--- config.mk ---
export PLATFORM = sky130hd
export DESIGN_NAME = svc_sched
export DESIGN_NICKNAME = d
export VERILOG_FILES = /design/src/rtl/svc_sched_pkg.sv /design/src/rtl/svc_prio_regs.sv /design/src/rtl/svc_req_latch.sv /design/src/rtl/svc_lowest_pick.sv /design/src/rtl/svc_sched.sv
export SDC_FILE = /design/constraint.sdc
export NUM_CORES = 1
export LEC_CHECK = 0
export ABC_AREA = 1
export BUFFER_PORTS_ARGS = -buffer_cell sky130_fd_sc_hd__buf_2
export CORE_MARGIN = 5
export CORE_UTILIZATION = 55
export DETAILED_ROUTE_END_ITERATION = 7
export PLACE_DENSITY = 0.89
export SLEW_MARGIN = 15
export SYNTH_ARGS = -nofsm -noshare
export SYNTH_HDL_FRONTEND = slang
export SYNTH_SLANG_ARGS = --single-unit
--- constraint.sdc ---
create_clock -name clk -period 8.33 [get_ports clk]
set_input_delay 0.833 -clock clk [delete_from_list [all_inputs] [get_ports clk]]
set_output_delay 0.833 -clock clk [all_outputs]
set_load 0.05 [all_outputs]
--- src/rtl/svc_sched_pkg.sv ---
// Shared types and the level rotation table for the channel service scheduler.
// Assumes priority codes are two bits wide, with 0 meaning the channel is off.
package svc_sched_pkg;

    typedef enum logic [1:0] {
        LVL_OFF  = 2'd0,
        LVL_LOW  = 2'd1,
        LVL_MID  = 2'd2,
        LVL_HIGH = 2'd3
    } lvl_e;

    localparam int unsigned SEQ_LEN = 4;
    localparam int unsigned SEQ_W   = 2;

    // Level visited at each step of the rotation: high, middle, high, low.
    function automatic lvl_e lvl_at(input logic [SEQ_W-1:0] pos);
        case (pos)
            2'd0:    return LVL_HIGH;
            2'd1:    return LVL_MID;
            2'd2:    return LVL_HIGH;
            default: return LVL_LOW;
        endcase
    endfunction

endpackage

--- src/rtl/svc_prio_regs.sv ---
// Per-channel priority register file with a single write port.
// Assumes one write per cycle; all channels reset to off.
module svc_prio_regs
    import svc_sched_pkg::*;
#(
    parameter int unsigned NUM_CH = 32,
    localparam int unsigned IDX_W = $clog2(NUM_CH)
) (
    input  logic              clk,
    input  logic              rst_n,
    input  logic              we,
    input  logic [IDX_W-1:0]  sel,
    input  logic [1:0]        wdata,
    output lvl_e              prio_q [NUM_CH]
);

    // Hold each channel's level; write the selected one.
    always_ff @(posedge clk) begin
        for (int i = 0; i < NUM_CH; i++) begin
            if (!rst_n) begin
                prio_q[i] <= LVL_OFF;
            end else if (we && (sel == IDX_W'(i))) begin
                prio_q[i] <= lvl_e'(wdata);
            end
        end
    end

endmodule

--- src/rtl/svc_req_latch.sv ---
// Latches service requests from three sources into one pending bit per channel.
// Assumes en_vec marks enabled channels; requests to off channels are dropped,
// and a set on the same edge as a clear wins.
module svc_req_latch #(
    parameter int unsigned NUM_CH = 32,
    localparam int unsigned IDX_W = $clog2(NUM_CH)
) (
    input  logic              clk,
    input  logic              rst_n,
    input  logic [NUM_CH-1:0] req_hw,
    input  logic [NUM_CH-1:0] req_mc,
    input  logic [NUM_CH-1:0] req_host,
    input  logic [NUM_CH-1:0] en_vec,
    input  logic              clr_vld,
    input  logic [IDX_W-1:0]  clr_idx,
    output logic [NUM_CH-1:0] pend_q
);

    logic [NUM_CH-1:0] req_any;
    logic [NUM_CH-1:0] clr_vec;

    // Merge the three request sources.
    always_comb req_any = req_hw | req_mc | req_host;

    // Decode the grant clear into a one-hot mask.
    always_comb begin
        clr_vec = '0;
        if (clr_vld) clr_vec[clr_idx] = 1'b1;
    end

    // Update pending bits: keep uncleared ones, add new ones, drop off channels.
    always_ff @(posedge clk) begin
        if (!rst_n) begin
            pend_q <= '0;
        end else begin
            pend_q <= en_vec & ((pend_q & ~clr_vec) | req_any);
        end
    end

    p_drop_off_r3: assert property (@(posedge clk) disable iff (!rst_n)
        1'b1 |=> ((pend_q & ~$past(en_vec)) == '0));

    p_clear_on_grant_r10: assert property (@(posedge clk) disable iff (!rst_n)
        (clr_vld && !req_any[clr_idx]) |=> !pend_q[$past(clr_idx)]);

    p_latch_req_r10: assert property (@(posedge clk) disable iff (!rst_n)
        (req_any[clr_idx] && en_vec[clr_idx]) |=> pend_q[$past(clr_idx)]);

endmodule

--- src/rtl/svc_lowest_pick.sv ---
// Finds the lowest-numbered set bit of a vector.
// Purely combinational; hit is low when the vector is empty.
module svc_lowest_pick #(
    parameter int unsigned NUM_CH = 32,
    localparam int unsigned IDX_W = $clog2(NUM_CH)
) (
    input  logic              clk,
    input  logic              rst_n,
    input  logic [NUM_CH-1:0] vec,
    output logic              hit,
    output logic [IDX_W-1:0]  idx
);

    // Scan from the top down so the lowest set bit is written last.
    always_comb begin
        hit = 1'b0;
        idx = '0;
        for (int i = NUM_CH - 1; i >= 0; i--) begin
            if (vec[i]) begin
                hit = 1'b1;
                idx = IDX_W'(i);
            end
        end
    end

    p_pick_lowest_r6: assert property (@(posedge clk) disable iff (!rst_n)
        hit |-> (vec[idx] && ((vec & ((NUM_CH'(1) << idx) - NUM_CH'(1))) == '0)));

endmodule

--- src/rtl/svc_sched.sv ---
// Channel service scheduler: selects one eligible pending channel per slot using
// a high-middle-high-low level rotation and a low-number tie-break, then holds
// the grant until the engine pulses slot_done.
// Assumes slot_done is a single-cycle pulse given only while a grant is held.
module svc_sched
    import svc_sched_pkg::*;
#(
    parameter int unsigned NUM_CH = 32,
    localparam int unsigned IDX_W = $clog2(NUM_CH)
) (
    input  logic              clk,
    input  logic              rst_n,
    input  logic              prio_we,
    input  logic [IDX_W-1:0]  prio_sel,
    input  logic [1:0]        prio_wdata,
    input  logic [NUM_CH-1:0] req_hw,
    input  logic [NUM_CH-1:0] req_mc,
    input  logic [NUM_CH-1:0] req_host,
    input  logic              slot_done,
    output logic              grant_vld,
    output logic [IDX_W-1:0]  grant_idx
);

    lvl_e              prio_q [NUM_CH];
    logic [NUM_CH-1:0] en_vec;
    logic [NUM_CH-1:0] pend_q;
    logic [NUM_CH-1:0] elig_vec;
    logic [NUM_CH-1:0] lvl_vec [4];
    logic              lvl_hit [4];
    logic [IDX_W-1:0]  lvl_idx [4];
    logic [SEQ_W-1:0]  seq_q;
    logic              pick_found;
    logic [SEQ_W-1:0]  pick_pos;
    logic [IDX_W-1:0]  pick_idx;
    logic              issue;

    svc_prio_regs #(.NUM_CH(NUM_CH)) u_prio (
        .clk    (clk),
        .rst_n  (rst_n),
        .we     (prio_we),
        .sel    (prio_sel),
        .wdata  (prio_wdata),
        .prio_q (prio_q)
    );

    // Build enable and per-level eligibility masks.
    always_comb begin
        for (int i = 0; i < NUM_CH; i++) begin
            en_vec[i] = (prio_q[i] != LVL_OFF);
        end
        elig_vec = pend_q & en_vec;
    end

    svc_req_latch #(.NUM_CH(NUM_CH)) u_req (
        .clk      (clk),
        .rst_n    (rst_n),
        .req_hw   (req_hw),
        .req_mc   (req_mc),
        .req_host (req_host),
        .en_vec   (en_vec),
        .clr_vld  (issue),
        .clr_idx  (pick_idx),
        .pend_q   (pend_q)
    );

    // Level 0 (off) has no candidates by definition.
    always_comb begin
        lvl_vec[0] = '0;
        lvl_hit[0] = 1'b0;
        lvl_idx[0] = '0;
    end

    for (genvar l = 1; l < 4; l++) begin : g_lvl
        // Select pending channels sitting at this level.
        always_comb begin
            for (int i = 0; i < NUM_CH; i++) begin
                lvl_vec[l][i] = pend_q[i] && (prio_q[i] == lvl_e'(l));
            end
        end

        svc_lowest_pick #(.NUM_CH(NUM_CH)) u_pick (
            .clk   (clk),
            .rst_n (rst_n),
            .vec   (lvl_vec[l]),
            .hit   (lvl_hit[l]),
            .idx   (lvl_idx[l])
        );
    end

    // Walk the rotation from the pointer and take the first step with a candidate.
    always_comb begin
        pick_found = 1'b0;
        pick_pos   = seq_q;
        pick_idx   = '0;
        for (int k = 0; k < SEQ_LEN; k++) begin
            logic [SEQ_W-1:0] pos;
            pos = seq_q + SEQ_W'(k);
            if (!pick_found && lvl_hit[lvl_at(pos)]) begin
                pick_found = 1'b1;
                pick_pos   = pos;
                pick_idx   = lvl_idx[lvl_at(pos)];
            end
        end
    end

    // A decision is made only when no slot is held.
    always_comb issue = !grant_vld && pick_found;

    // Grant register and rotation pointer.
    always_ff @(posedge clk) begin
        if (!rst_n) begin
            grant_vld <= 1'b0;
            grant_idx <= '0;
            seq_q     <= '0;
        end else if (issue) begin
            grant_vld <= 1'b1;
            grant_idx <= pick_idx;
            seq_q     <= pick_pos + SEQ_W'(1);
        end else if (grant_vld && slot_done) begin
            grant_vld <= 1'b0;
        end
    end

    p_hold_slot_r8: assert property (@(posedge clk) disable iff (!rst_n)
        (grant_vld && !slot_done) |=> (grant_vld && $stable(grant_idx)));

    p_done_gap_r9: assert property (@(posedge clk) disable iff (!rst_n)
        (grant_vld && slot_done) |=> !grant_vld);

    p_grant_enabled_r4: assert property (@(posedge clk) disable iff (!rst_n)
        $rose(grant_vld) |-> (($past(elig_vec) & (NUM_CH'(1) << grant_idx)) != '0));

    p_idle_no_grant_r11: assert property (@(posedge clk) disable iff (!rst_n)
        (!grant_vld && (elig_vec == '0)) |=> !grant_vld);

    p_idle_grants_r11: assert property (@(posedge clk) disable iff (!rst_n)
        (!grant_vld && (elig_vec != '0)) |=> grant_vld);

endmodule

==> flow_summary.toml <==
[drt]
route.detailed.drc = 0
first_iter_violations = 865
routed_via_density = 5.74
vias = 8173
dr.pass1.iters = 6
wl_microns = 21100
wl_per_cell_microns = 14.8
ant_nets = 0

[setup_path]
r2r_start = "seq_q[0]"
worstReg2RegEnd = "u_req.pend_q[29]"
r2r_slack_ps = 4540
critPathRequiredTime_ps = 8630
crit_path_start_kind = "register"
cp_max_fo = 17
worst-setup-path-type = "register to register"
reg2regPathDepth = 17
cp-end-kind = "register"
worstPathArrival_ps = 4080

[grt]
grt_overflow = 0
grt_use_total_pct = 28.4
grt_pass1_wl_microns = 34100
grt_start_max_net_pins = 100
grt_antenna_before_repair = 0
grt_pass1_vias = 7366

[clocking]
cts_buffer_depth = 2
post_cts_buffers = 0
clock-sinks = 104
post_cts_resized = 0
holdBufCountCts = 0
clock_latency_ps = 370
htreeDepth = 3
cts_tree = "built"
root_buffer = "clkbuf_16"
cts_buffers = 9
clk_pin_slew_ps = 80

[power_and_ir_drop]
power_per_cell_area_nw_per_um2 = 182
max-vdd-ir-drop_mv = 0.122
power_w = 0.00144
power_leakage_nw = 3.33

[placement]
gp_congestion = 1.03
place_hpwl_microns = 15700
port_buffers = 112

[min_path]
hold-path-endpoint = "u_req.pend_q[9]"
hold_class = "register to register"
whs_path_depth = 2
hold_path.startpoint = "u_req.pend_q[9]"

[synthesis]
synth.ff_latch_count = 104
synth_fp_nets = 1260
yosysTopAreaCell = "dfxtp_1"
synth.area.top_cells = "dfxtp_1 30%, nand2_1 14%, inv_1 8.7%, o21ai_0 8.0%, a21oi_1 7.4%"
syn_inst = 1149
synth_seq_area_share_pct = 30.0
synth_top_cell_area_share_pct = 30.0
synthDistinctLibCells = 47
synth_area_sq_um = 6940
ys_warn_count = 0
avgSynthCellArea_sq_um = 6.04

[floorplanning]
io_pins = 113
dieArea_sq_um = 15000
rows = 41
initial_core_util_pct = 55.4
die_height_microns = 122
die_x_microns = 122
core-area_sq_um = 12500

[status]
status = "completed"

[final_layout]
fillerInstances = 1173
multiInputGateArea_sq_um = 4020
nets = 1359
final-seq-area_sq_um = 2080
utilization_pct = 63.1
area_growth_pct = 13.9
post_route_cells_drive_above_1_share_pct = 15.2
diodes = 0

[job]
max_cap_viol_count = 0

[sta]
slew_headroom_pct = 43.9
rsz0062_at_grt = "no"
period_needed_ps = 3790
skew_ps = 13.1
setup_violations = 0
setup_tns_ps = 0
final_max_slew_viol_count = 0
worstMarginPinSlew_ps = 842
max_freq_mhz = 264
hold_violations = 0
min_period_over_period_pct = 45.5
-- stage by stage --
step | area (sq um) | instances | setup slack, ps | hold slack (ps)
floorplan | 6940 | 1149 | 5570 | 450
global placement | 7610 | 1409 | 4750 | 463
detailed placement | 7610 | 1409 | 4750 | 476
CTS | 7900 | 1425 | 4720 | 487
global route | 7900 | 1425 | 4200 | 509
finish | 7900 | 1425 | 4540 | 483
-- cells in the mapped netlist (all sizes together) --
master	instances
a2111o	1
a2111oi	1
a211oi	1
a21oi	106
a221oi	3
a22o	1
a22oi	1
a31oi	5
buf	6
clkbuf	21
clkinv	1
dfxtp	104
ha	4
inv	188
nand2	257
nand3	78
nand3b	1
nand4	17
nor2	114
nor3	83
nor4	6
o2111ai	1
o211ai	5
o21a	2
o21ai	121
o21bai	2
o221ai	2
o22ai	10
o31ai	6
xor2	1
-- placed cells by master, fill, tap and decap left out, drive strengths merged, types with 3 or more instances in the layout --
| cell | instances |
|---|---|
| o31ai | 6 |
| nand3 | 78 |
| nor2 | 114 |
| buf | 115 |
| nand2 | 257 |
| nand4 | 17 |
| clkinv | 4 |
| inv | 190 |
| o22ai | 10 |
| dfxtp | 104 |
| clkbuf | 11 |
| a221oi | 3 |
| ha | 4 |
| a31oi | 5 |
| nor3 | 83 |
| o211ai | 5 |
| nor4 | 6 |
| o21ai | 121 |
| a21oi | 106 |
-- critical path, cell delays in order, from the launching register on --
cell      delay (ps)
dfxtp_1          350
inv_1            110
ha_1             320
clkinv_1         320
nor2_1           430
inv_1            260
o21a_1           280
inv_1             70
nand2_1          120
inv_1            160
o21ai_1          100
nand3_1           70
o21ai_1           80
nand2_2          370
inv_2            310
nand3_1          180
nand2_1           70
a21oi_1          110
-- worst max path at each step --
stage | start | to | slack, ps | cells past startpoint
3_5_place_dp | seq_q[0] | u_req.pend_q[20] | 4750 | 17
3_3_place_gp | seq_q[0] | u_req.pend_q[0] | 4750 | 17
6_report | seq_q[0] | u_req.pend_q[29] | 4540 | 17
2_1_floorplan | u_prio.prio_q[4] | u_req.pend_q[30] | 5570 | 22
5_1_grt | u_prio.prio_q[1] | u_req.pend_q[20] | 4200 | 22
4_1_cts | u_prio.prio_q[1] | u_req.pend_q[20] | 4720 | 22
-- routing by layer --
metal	vias to the layer above	global-route usage (%)	wire, microns
met2	473	47.3	9760
met4	0	12.2	790
li1	3993	-	-
met3	76	6.50	2160
met1	3631	35.3	8370
met5	-	0	0
-- cells by family after synthesis --
group,Yosys count,synth area share [%]
fa+ha+maj,4,0.721
compound gates,268,21.5
xor+xnor,1,0.126
buf+inv,216,12.0
flops,104,30.0
simple gates,556,35.6
-- area by class of cell --
class	instances	share of cell area [%]
clock buffers	11	3.20
multi-input cells	829	50.9
repair buffers	115	7.38
well taps	172	2.72
inverters	189	8.98
flip-flops and latches	104	26.3
clock inverters	5	0.491
-- flip-flops by register name, indices dropped and copies added (netlist names) --
register	cells
u_prio.prio_q	64
grant_vld	1
seq_q	2
u_req.pend_q	32
grant_idx	5
-- where the power goes --
part | total [W] | leakage (nW) | internal, W | switching (W)
Combinational | 0.000485 | 2.34 | 0.000131 | 0.000353
Clock | 0.000425 | 0.148 | 0.000222 | 0.000203
Sequential | 0.000532 | 0.841 | 0.000516 | 0.0000153
Note: power is estimated with default switching activity, not from simulation.
